### src/rtl/audvol_pkg.sv
package audvol_pkg;

    localparam int SAMPLE_W  = 24;
    localparam int CODE_W    = 8;
    localparam int STEP_BITS = 4;
    localparam int EXP_W     = CODE_W - STEP_BITS;
    localparam int FRAC_W    = 16;
    localparam int MANT_W    = FRAC_W + 1;
    localparam int NUM_CH    = 2;
    localparam int PROD_W    = SAMPLE_W + MANT_W + 1;
    localparam int SH_W      = $clog2(FRAC_W + (1 << EXP_W));

    typedef logic signed [SAMPLE_W-1:0] sample_t;
    typedef logic [CODE_W-1:0]          code_t;
    typedef logic signed [PROD_W-1:0]   wide_t;

    typedef enum logic [1:0] {
        ROUTE_STEREO     = 2'b00,
        ROUTE_LEFT_BOTH  = 2'b01,
        ROUTE_RIGHT_BOTH = 2'b10,
        ROUTE_STEREO_ALT = 2'b11
    } route_e;

    typedef struct packed {
        logic invert;
        logic mute;
    } chan_ctrl_t;

    // One octave of 0.375 dB steps, unity = 2^FRAC_W
    function automatic logic [MANT_W-1:0] mant_lut(input logic [STEP_BITS-1:0] idx);
        logic [MANT_W-1:0] m;
        case (idx)
            4'd0:  m = 17'd65536;
            4'd1:  m = 17'd62767;
            4'd2:  m = 17'd60115;
            4'd3:  m = 17'd57574;
            4'd4:  m = 17'd55142;
            4'd5:  m = 17'd52812;
            4'd6:  m = 17'd50580;
            4'd7:  m = 17'd48443;
            4'd8:  m = 17'd46396;
            4'd9:  m = 17'd44436;
            4'd10: m = 17'd42558;
            4'd11: m = 17'd40760;
            4'd12: m = 17'd39037;
            4'd13: m = 17'd37388;
            4'd14: m = 17'd35808;
            default: m = 17'd34295;
        endcase
        return m;
    endfunction

    function automatic sample_t sat_to_sample(input wide_t v);
        wide_t hi;
        wide_t lo;
        hi = wide_t'((64'sd1 <<< (SAMPLE_W - 1)) - 64'sd1);
        lo = -wide_t'(64'sd1 <<< (SAMPLE_W - 1));
        if (v > hi)
            return sample_t'(hi);
        else if (v < lo)
            return sample_t'(lo);
        else
            return v[SAMPLE_W-1:0];
    endfunction

endpackage

### src/rtl/audvol_route.sv
module audvol_route
    import audvol_pkg::*;
(
    input  route_e  mode,
    input  sample_t in_left,
    input  sample_t in_right,
    output sample_t src_left,
    output sample_t src_right
);

    always_comb begin
        unique case (mode)
            ROUTE_LEFT_BOTH: begin
                src_left  = in_left;
                src_right = in_left;
            end
            ROUTE_RIGHT_BOTH: begin
                src_left  = in_right;
                src_right = in_right;
            end
            default: begin
                src_left  = in_left;
                src_right = in_right;
            end
        endcase
    end

endmodule

### src/rtl/audvol_slew.sv
module audvol_slew
    import audvol_pkg::*;
#(
    parameter code_t RESET_CODE = '0
) (
    input  logic  clk,
    input  logic  rst,
    input  logic  step,
    input  code_t target,
    output code_t applied
);

    always_ff @(posedge clk) begin
        if (rst) begin
            applied <= RESET_CODE;
        end else if (step) begin
            if (applied < target)
                applied <= applied + code_t'(1);
            else if (applied > target)
                applied <= applied - code_t'(1);
        end
    end

endmodule

### src/rtl/audvol_gain.sv
module audvol_gain
    import audvol_pkg::*;
(
    input  sample_t x,
    input  code_t   code,
    input  logic    invert,
    output sample_t y
);

    logic [MANT_W-1:0] mant;
    logic [SH_W-1:0]   shamt;
    wide_t             xs;
    wide_t             ms;
    wide_t             prod;
    wide_t             half;
    wide_t             scaled;
    wide_t             signed_res;

    always_comb begin
        mant       = mant_lut(code[STEP_BITS-1:0]);
        shamt      = SH_W'(FRAC_W) + SH_W'(code[CODE_W-1:STEP_BITS]);
        xs         = wide_t'(x);
        ms         = wide_t'($signed({1'b0, mant}));
        prod       = xs * ms;
        half       = wide_t'(1) <<< (shamt - SH_W'(1));
        scaled     = (prod + half) >>> shamt;
        signed_res = invert ? -scaled : scaled;
        y          = sat_to_sample(signed_res);
    end

endmodule

### src/rtl/audvol_top.sv
module audvol_top
    import audvol_pkg::*;
#(
    parameter logic [CODE_W-1:0] RESET_CODE = '0
) (
    input  logic                       clk,
    input  logic                       rst,
    input  logic                       in_valid,
    input  logic signed [SAMPLE_W-1:0] in_left,
    input  logic signed [SAMPLE_W-1:0] in_right,
    input  logic [CODE_W-1:0]          target_left,
    input  logic [CODE_W-1:0]          target_right,
    input  logic [1:0]                 mono_sel,
    input  logic                       invert_left,
    input  logic                       invert_right,
    input  logic                       mute_left,
    input  logic                       mute_right,
    output logic                       out_valid,
    output logic signed [SAMPLE_W-1:0] out_left,
    output logic signed [SAMPLE_W-1:0] out_right,
    output logic [CODE_W-1:0]          code_left,
    output logic [CODE_W-1:0]          code_right
);

    sample_t    src    [NUM_CH];
    code_t      tgt    [NUM_CH];
    code_t      cur    [NUM_CH];
    sample_t    gained [NUM_CH];
    sample_t    held   [NUM_CH];
    chan_ctrl_t ctl    [NUM_CH];
    logic       valid_q;

    assign tgt[0] = target_left;
    assign tgt[1] = target_right;
    assign ctl[0] = '{invert: invert_left,  mute: mute_left};
    assign ctl[1] = '{invert: invert_right, mute: mute_right};

    audvol_route u_route (
        .mode      (route_e'(mono_sel)),
        .in_left   (in_left),
        .in_right  (in_right),
        .src_left  (src[0]),
        .src_right (src[1])
    );

    for (genvar ch = 0; ch < NUM_CH; ch++) begin : g_chan
        audvol_slew #(.RESET_CODE(RESET_CODE)) u_slew (
            .clk     (clk),
            .rst     (rst),
            .step    (in_valid),
            .target  (tgt[ch]),
            .applied (cur[ch])
        );

        audvol_gain u_gain (
            .x      (src[ch]),
            .code   (cur[ch]),
            .invert (ctl[ch].invert),
            .y      (gained[ch])
        );

        // Mute is checked every cycle, so it bypasses the frame strobe
        always_ff @(posedge clk) begin
            if (rst || ctl[ch].mute)
                held[ch] <= '0;
            else if (in_valid)
                held[ch] <= gained[ch];
        end
    end

    always_ff @(posedge clk) begin
        if (rst)
            valid_q <= 1'b0;
        else
            valid_q <= in_valid;
    end

    assign out_valid  = valid_q;
    assign out_left   = held[0];
    assign out_right  = held[1];
    assign code_left  = cur[0];
    assign code_right = cur[1];

endmodule

### config.mk
export PLATFORM = sky130hd
export DESIGN_NAME = audvol_top
export DESIGN_NICKNAME = d
export VERILOG_FILES = /design/src/rtl/audvol_pkg.sv /design/src/rtl/audvol_route.sv /design/src/rtl/audvol_slew.sv /design/src/rtl/audvol_gain.sv /design/src/rtl/audvol_top.sv
export SDC_FILE = /design/constraint.sdc
export NUM_CORES = 2
export LEC_CHECK = 0
export BUFFER_PORTS_ARGS = -buffer_cell sky130_fd_sc_hd__buf_2
export CORE_MARGIN = 10
export CORE_UTILIZATION = 38
export CTS_CLUSTER_SIZE = 40
export DETAILED_ROUTE_END_ITERATION = 8
export HOLD_SLACK_MARGIN = 0.05
export SKIP_CTS_REPAIR_TIMING = 1
export SLEW_MARGIN = 20
export SYNTH_ARGS = -nofsm -noshare
export SYNTH_HDL_FRONTEND = slang
export SYNTH_HIERARCHICAL = 1
export SYNTH_SLANG_ARGS = --single-unit
### constraint.sdc
create_clock -name clk -period 9.85 [get_ports clk]
set_clock_uncertainty 0.1 [all_clocks]
set_input_delay 0.4925 -clock clk [delete_from_list [all_inputs] [get_ports clk]]
set_output_delay 0.4925 -clock clk [all_outputs]
set_load 0.05 [all_outputs]
# Word-level counts from Yosys, hierarchy flattened
# Memory sizes are Yosys's and may differ from the RTL's. A register that Yosys moved wholly into a read port is not among the register bits.
# Index checks and enable logic that the tools add are counted.
# totals
ff_bits,17
ram_bits,48
mem_bits_ro,544
in_bits,73
output_inout_bits,65
memories,3
# mem_list
name,depth,width,rd,rd_ports_with_merged_regs,wr,line_no,text
(no name shown),16,17,1,1,0,audvol_pkg.sv:32,case (idx)
(no name shown),16,17,1,1,0,audvol_pkg.sv:32,
held,2,24,2,0,2,audvol_top.sv:29,sample_t held [NUM_CH];
# classes
n_addsub,12
mul,2
magnitude_cmp,8
n_eq_ne,2
shift,4
n_mux,27
n_bitwise,2
reduce_logical,6
# ops
op,count
$mux 24,8
$add 42x42->42,2
$gt 42x24->1 const B,2
$lt 42x24->1 const B,2
$mul 24x18->42,2
$mux 42,2
$neg 42->42,2
$sshl 2x5->42 const A,2
$sshr 42x5->42,2
$mux 8,4
$add 8x1->8 const B,2
$gt 8x8->1,2
$lt 8x8->1,2
$mux 4,4
$sub 8x1->8 const B,2
$add 5x4->5 const A,2
$sub 5x1->5 const B,2
$mux 1,9
$reduce_and 2->1,2
$reduce_bool 2->1,2
$eq 2x1->1 const B,1
$eq 2x2->1 const B,1
$logic_or 1x1->1,2
$or 1x1->1,2

# Longest topological paths before layout
# depth
depth_word,11
ltp_mapped,43
ltp_nobuf,40

# By module
# The synthesis kept the hierarchy.
# modules_own_cells
mod,n_inst,cells_each,area_per_inst_um2,seq_area_each_um2
audvol_gain at g_chan[1].u_gain,1,2470,20728.6,0.0
audvol_gain at g_chan[0].u_gain,1,2507,20663.6,0.0
audvol_top,1,114,2109.5,1461.4
audvol_slew,2,92,819.5,160.2
audvol_route,1,56,808.3,0.0

# Worst setup path after synthesis
# Ideal clock, no wire load.
# synth_timing
kind,register -> register
start,"register, netlist name g_chan[0].u_slew/applied[1]"
end,"memory held[0][17] in the netlist's numbering, data pin"
setup_time_ns,0.257
arrival_ns,10.169
t_required_ns,9.493
path_slack_ns,-0.675
path_stages_with_launch,36
n_path_buf,3
synth_period_minus_slack_ns,10.525
path_cell_list,dfxtp_1 > inv_1 > ha_1 > nand2_1 > o21ai_0 > o21ai_0 > clkbuf_1 > nand2_1 > fa_1 > inv_1 > fa_1 > fa_1 > fa_1 > fa_1 > inv_1 > fa_1 > inv_1 > ha_1 > a21oi_1 > o21ai_1 > a21o_1 > or2_1 > or2_2 > nor3_1 > a2111oi_0 > or4_1 > a222oi_1 > and4_1 > buf_4 > nand4_1 > xor2_1 > a21o_1 > a21oi_2 > buf_6 > o21ai_2 > and4bb_2
# synth_rtl
item,line_no
to (decl),audvol_top.sv:29

==> flow_summary.yaml <==
timing:
  rsz0062_at_grt: "true"
  fin_crit_ns: 9.90
  fmax_mhz: 101
  fin_ws_ns: -0.0538
  period_share_pct: 101
  drv_slew: 0
  max_slew_margin_pct: 22.1
  setup_viol: 11
  worst-slew-pin-transition_ns: 1.16
  report.final.hold_viol_count: 0
  fin_tns_setup_ns: -0.203
logic_synthesis:
  synth_top_family_by_area: "adder cells"
  yosysMostFrequentCell: "inv_1"
  yosysWarnings: 6
  synthAdderAreaFrac_pct: 44.7
  syn_area_per_cell_um2: 8.62
  synth_seq_cells: 65
  syn-cell-area_um2: 45900
  synthMuxAreaShare_pct: 2.71
  yosys-top-cells-count: "inv_1, fa_1, nand2_1"
  synth_flop_cell: "edfxtp_1"
  synth_top_cell_area_share_pct: 37.5
  yosysSeqAreaShare_pct: 3.88
  synthSimpleGateAreaFrac_pct: 20.3
  synth.top_cells.by_area: "fa_1, inv_1, ha_1, and2_1, nand2_1"
  syn_inst: 5331
  async_reset_ff_share_pct: 0
  synth-xor-area-share_pct: 2.13
  yosysUniqueCellTypes: 144
  synth-edff-count: 48
  synth_compound_area_share_pct: 14.5
  yosysTopAreaCell: "fa_1"
flow_run:
  cap_violations: 0
place:
  port_buffers: 137
  hpwlAfterDp_um: 124000
  place_area_um2: 54400
  globalplace.congestion: 0.948
routing:
  wl_um: 152000
  via_per_inst: 5.30
  wl_per_cell_um: 19.6
  dr_total_vias: 41100
  ant_nets: 0
  first_pass_iters: 6
  drcViolationCount: 0
  drtIter0Drc: 3197
global_route:
  grt_pass1_wl_um: 235000
  grt.total_usage_pct: 21.4
  grt-ovfl-total: 0
  antenna_found_initial: 7
  grt_max_degree: 74
  grt_pass1_vias: 42200
layout:
  n_antenna_cell: 0
  final_nets: 7336
  final_area_um2: 58000
  drive_gt1_share_pct: 27.5
  area_delta_synth_final_pct: 26.2
  finish.utilization_pct: 48.3
floorplanning:
  die_x_um: 368
  ios: 138
  core_area_um2: 120000
  start_util_pct: 38.3
  rows: 127
  die_area_um2: 135000
  die_h_um: 368
clock_network:
  htreeDepth: 3
  cts_buffers: 9
  cts_tree: "done"
  clock_sinks: 65
  cts.clk_slew.worst_paths_ns: 0.07
  clk_latency_ns: 0.37
  clk_path_buf_depth: 2
  root_buffer: "clkbuf_16"
critical_path:
  cpMostUsedCell: "fa_1"
  critPathKind: "flop to flop"
  end_kind: "flop"
  required_ns: 9.91
  max_stage_delay_ns: 0.54
  cp_max_fo: 16
  crit_slowest_cell: "or4_4"
  worstPathArrival_ns: 9.96
  critPathLaunchType: "flop"
status:
  violations: "negative setup slack"
  status: "complete, but fails checks"
worst_hold_path:
  min_path_type: "flop to flop"
## through the flow
step           cells  setup WS [ns]  hold slack (ns)
2_1_floorplan   5353         0.0117            0.507
4_1_cts         7663         -0.454            0.548
3_5_place_dp    7647         -0.342            0.538
5_1_grt         7754         -0.351            0.574
6_report        7754        -0.0538            0.550
3_3_place_gp    7647         -0.306            0.527
## layer usage
layer  vias to the layer above  global-route usage [%]  part of all wire (%)
li1                      18700                       -                     -
met1                     20900                    30.9                    46
met2                      1303                    34.0                    45
met3                       147                    3.46                   7.8
met4                         4                    3.62                   1.4
met5                         -                       0                 0.011
## state kept, by name (all words and copies together), names as in the netlist
register	cells
out_valid	1
g_chan.u_slew/applied	16
held	48
## layout by cell type (no fill, tap or decap), types with 25 or more instances in the layout
cell / count
buf_4: 810
mux2_4: 42
inv_1: 1053
a21oi_2: 56
ha_1: 210
nand4_1: 48
o211ai_1: 56
nor2_1: 164
o21ai_2: 48
nand3_1: 69
and3_1: 45
nand2_1: 459
xor2_1: 31
buf_12: 60
buf_2: 138
edfxtp_1: 48
and4bb_2: 29
buf_6: 26
conb_1: 26
o22ai_2: 25
nor2b_1: 146
fa_1: 837
o21a_1: 25
xnor2_1: 65
and2_1: 429
o21ai_0: 84
nor3_1: 44
or3_1: 31
a21o_1: 30
mux2i_1: 31
a21oi_1: 111
a211oi_1: 28
ha_4: 45
o21ai_1: 43
## area by class of cell
class	instances	area (um^2)
well taps	1612	2020
clock buffers	10	229
flip-flops and latches	65	1810
repair buffers	1054	8700
inverters	1072	4040
multi-input cells	3935	41200
fillers	11400	62000
clock inverters	6	36.3
## critical path, delay by kind of cell (launching register included)
family                     cells  cell delay, ns
adders and majority gates      8            3.57
AOI/OAI and AO/OA             12            2.41
and+or+nand+nor                8            1.93
buffers and inverters         11            1.29
DFF                            1            0.37
## cell families after synthesis
| family | count (synthesis) |
|---|---|
| fa+ha+maj | 1126 |
| mux | 97 |
| xor+xnor | 106 |
| buf+inv | 1353 |
| flops | 65 |
| compound gates | 874 |
| simple gates | 1706 |
| other cells | 4 |
## worst paths after layout
kind              slack [ns]                          end  depth (start not counted)                   startpoint
setup / recovery       -0.05                   held[0][7]                         39  g_chan[0].u_slew/applied[1]
hold / removal          0.55  g_chan[1].u_slew/applied[7]                          2  g_chan[1].u_slew/applied[7]
setup reg to reg       -0.05                   held[0][7]                         39  g_chan[0].u_slew/applied[1]
hold reg to reg         0.55  g_chan[1].u_slew/applied[7]                          2  g_chan[1].u_slew/applied[7]
Power is left out: the tool's default activity adds up to more than one toggle a clock period on the data nets, which glitch-free logic cannot reach.
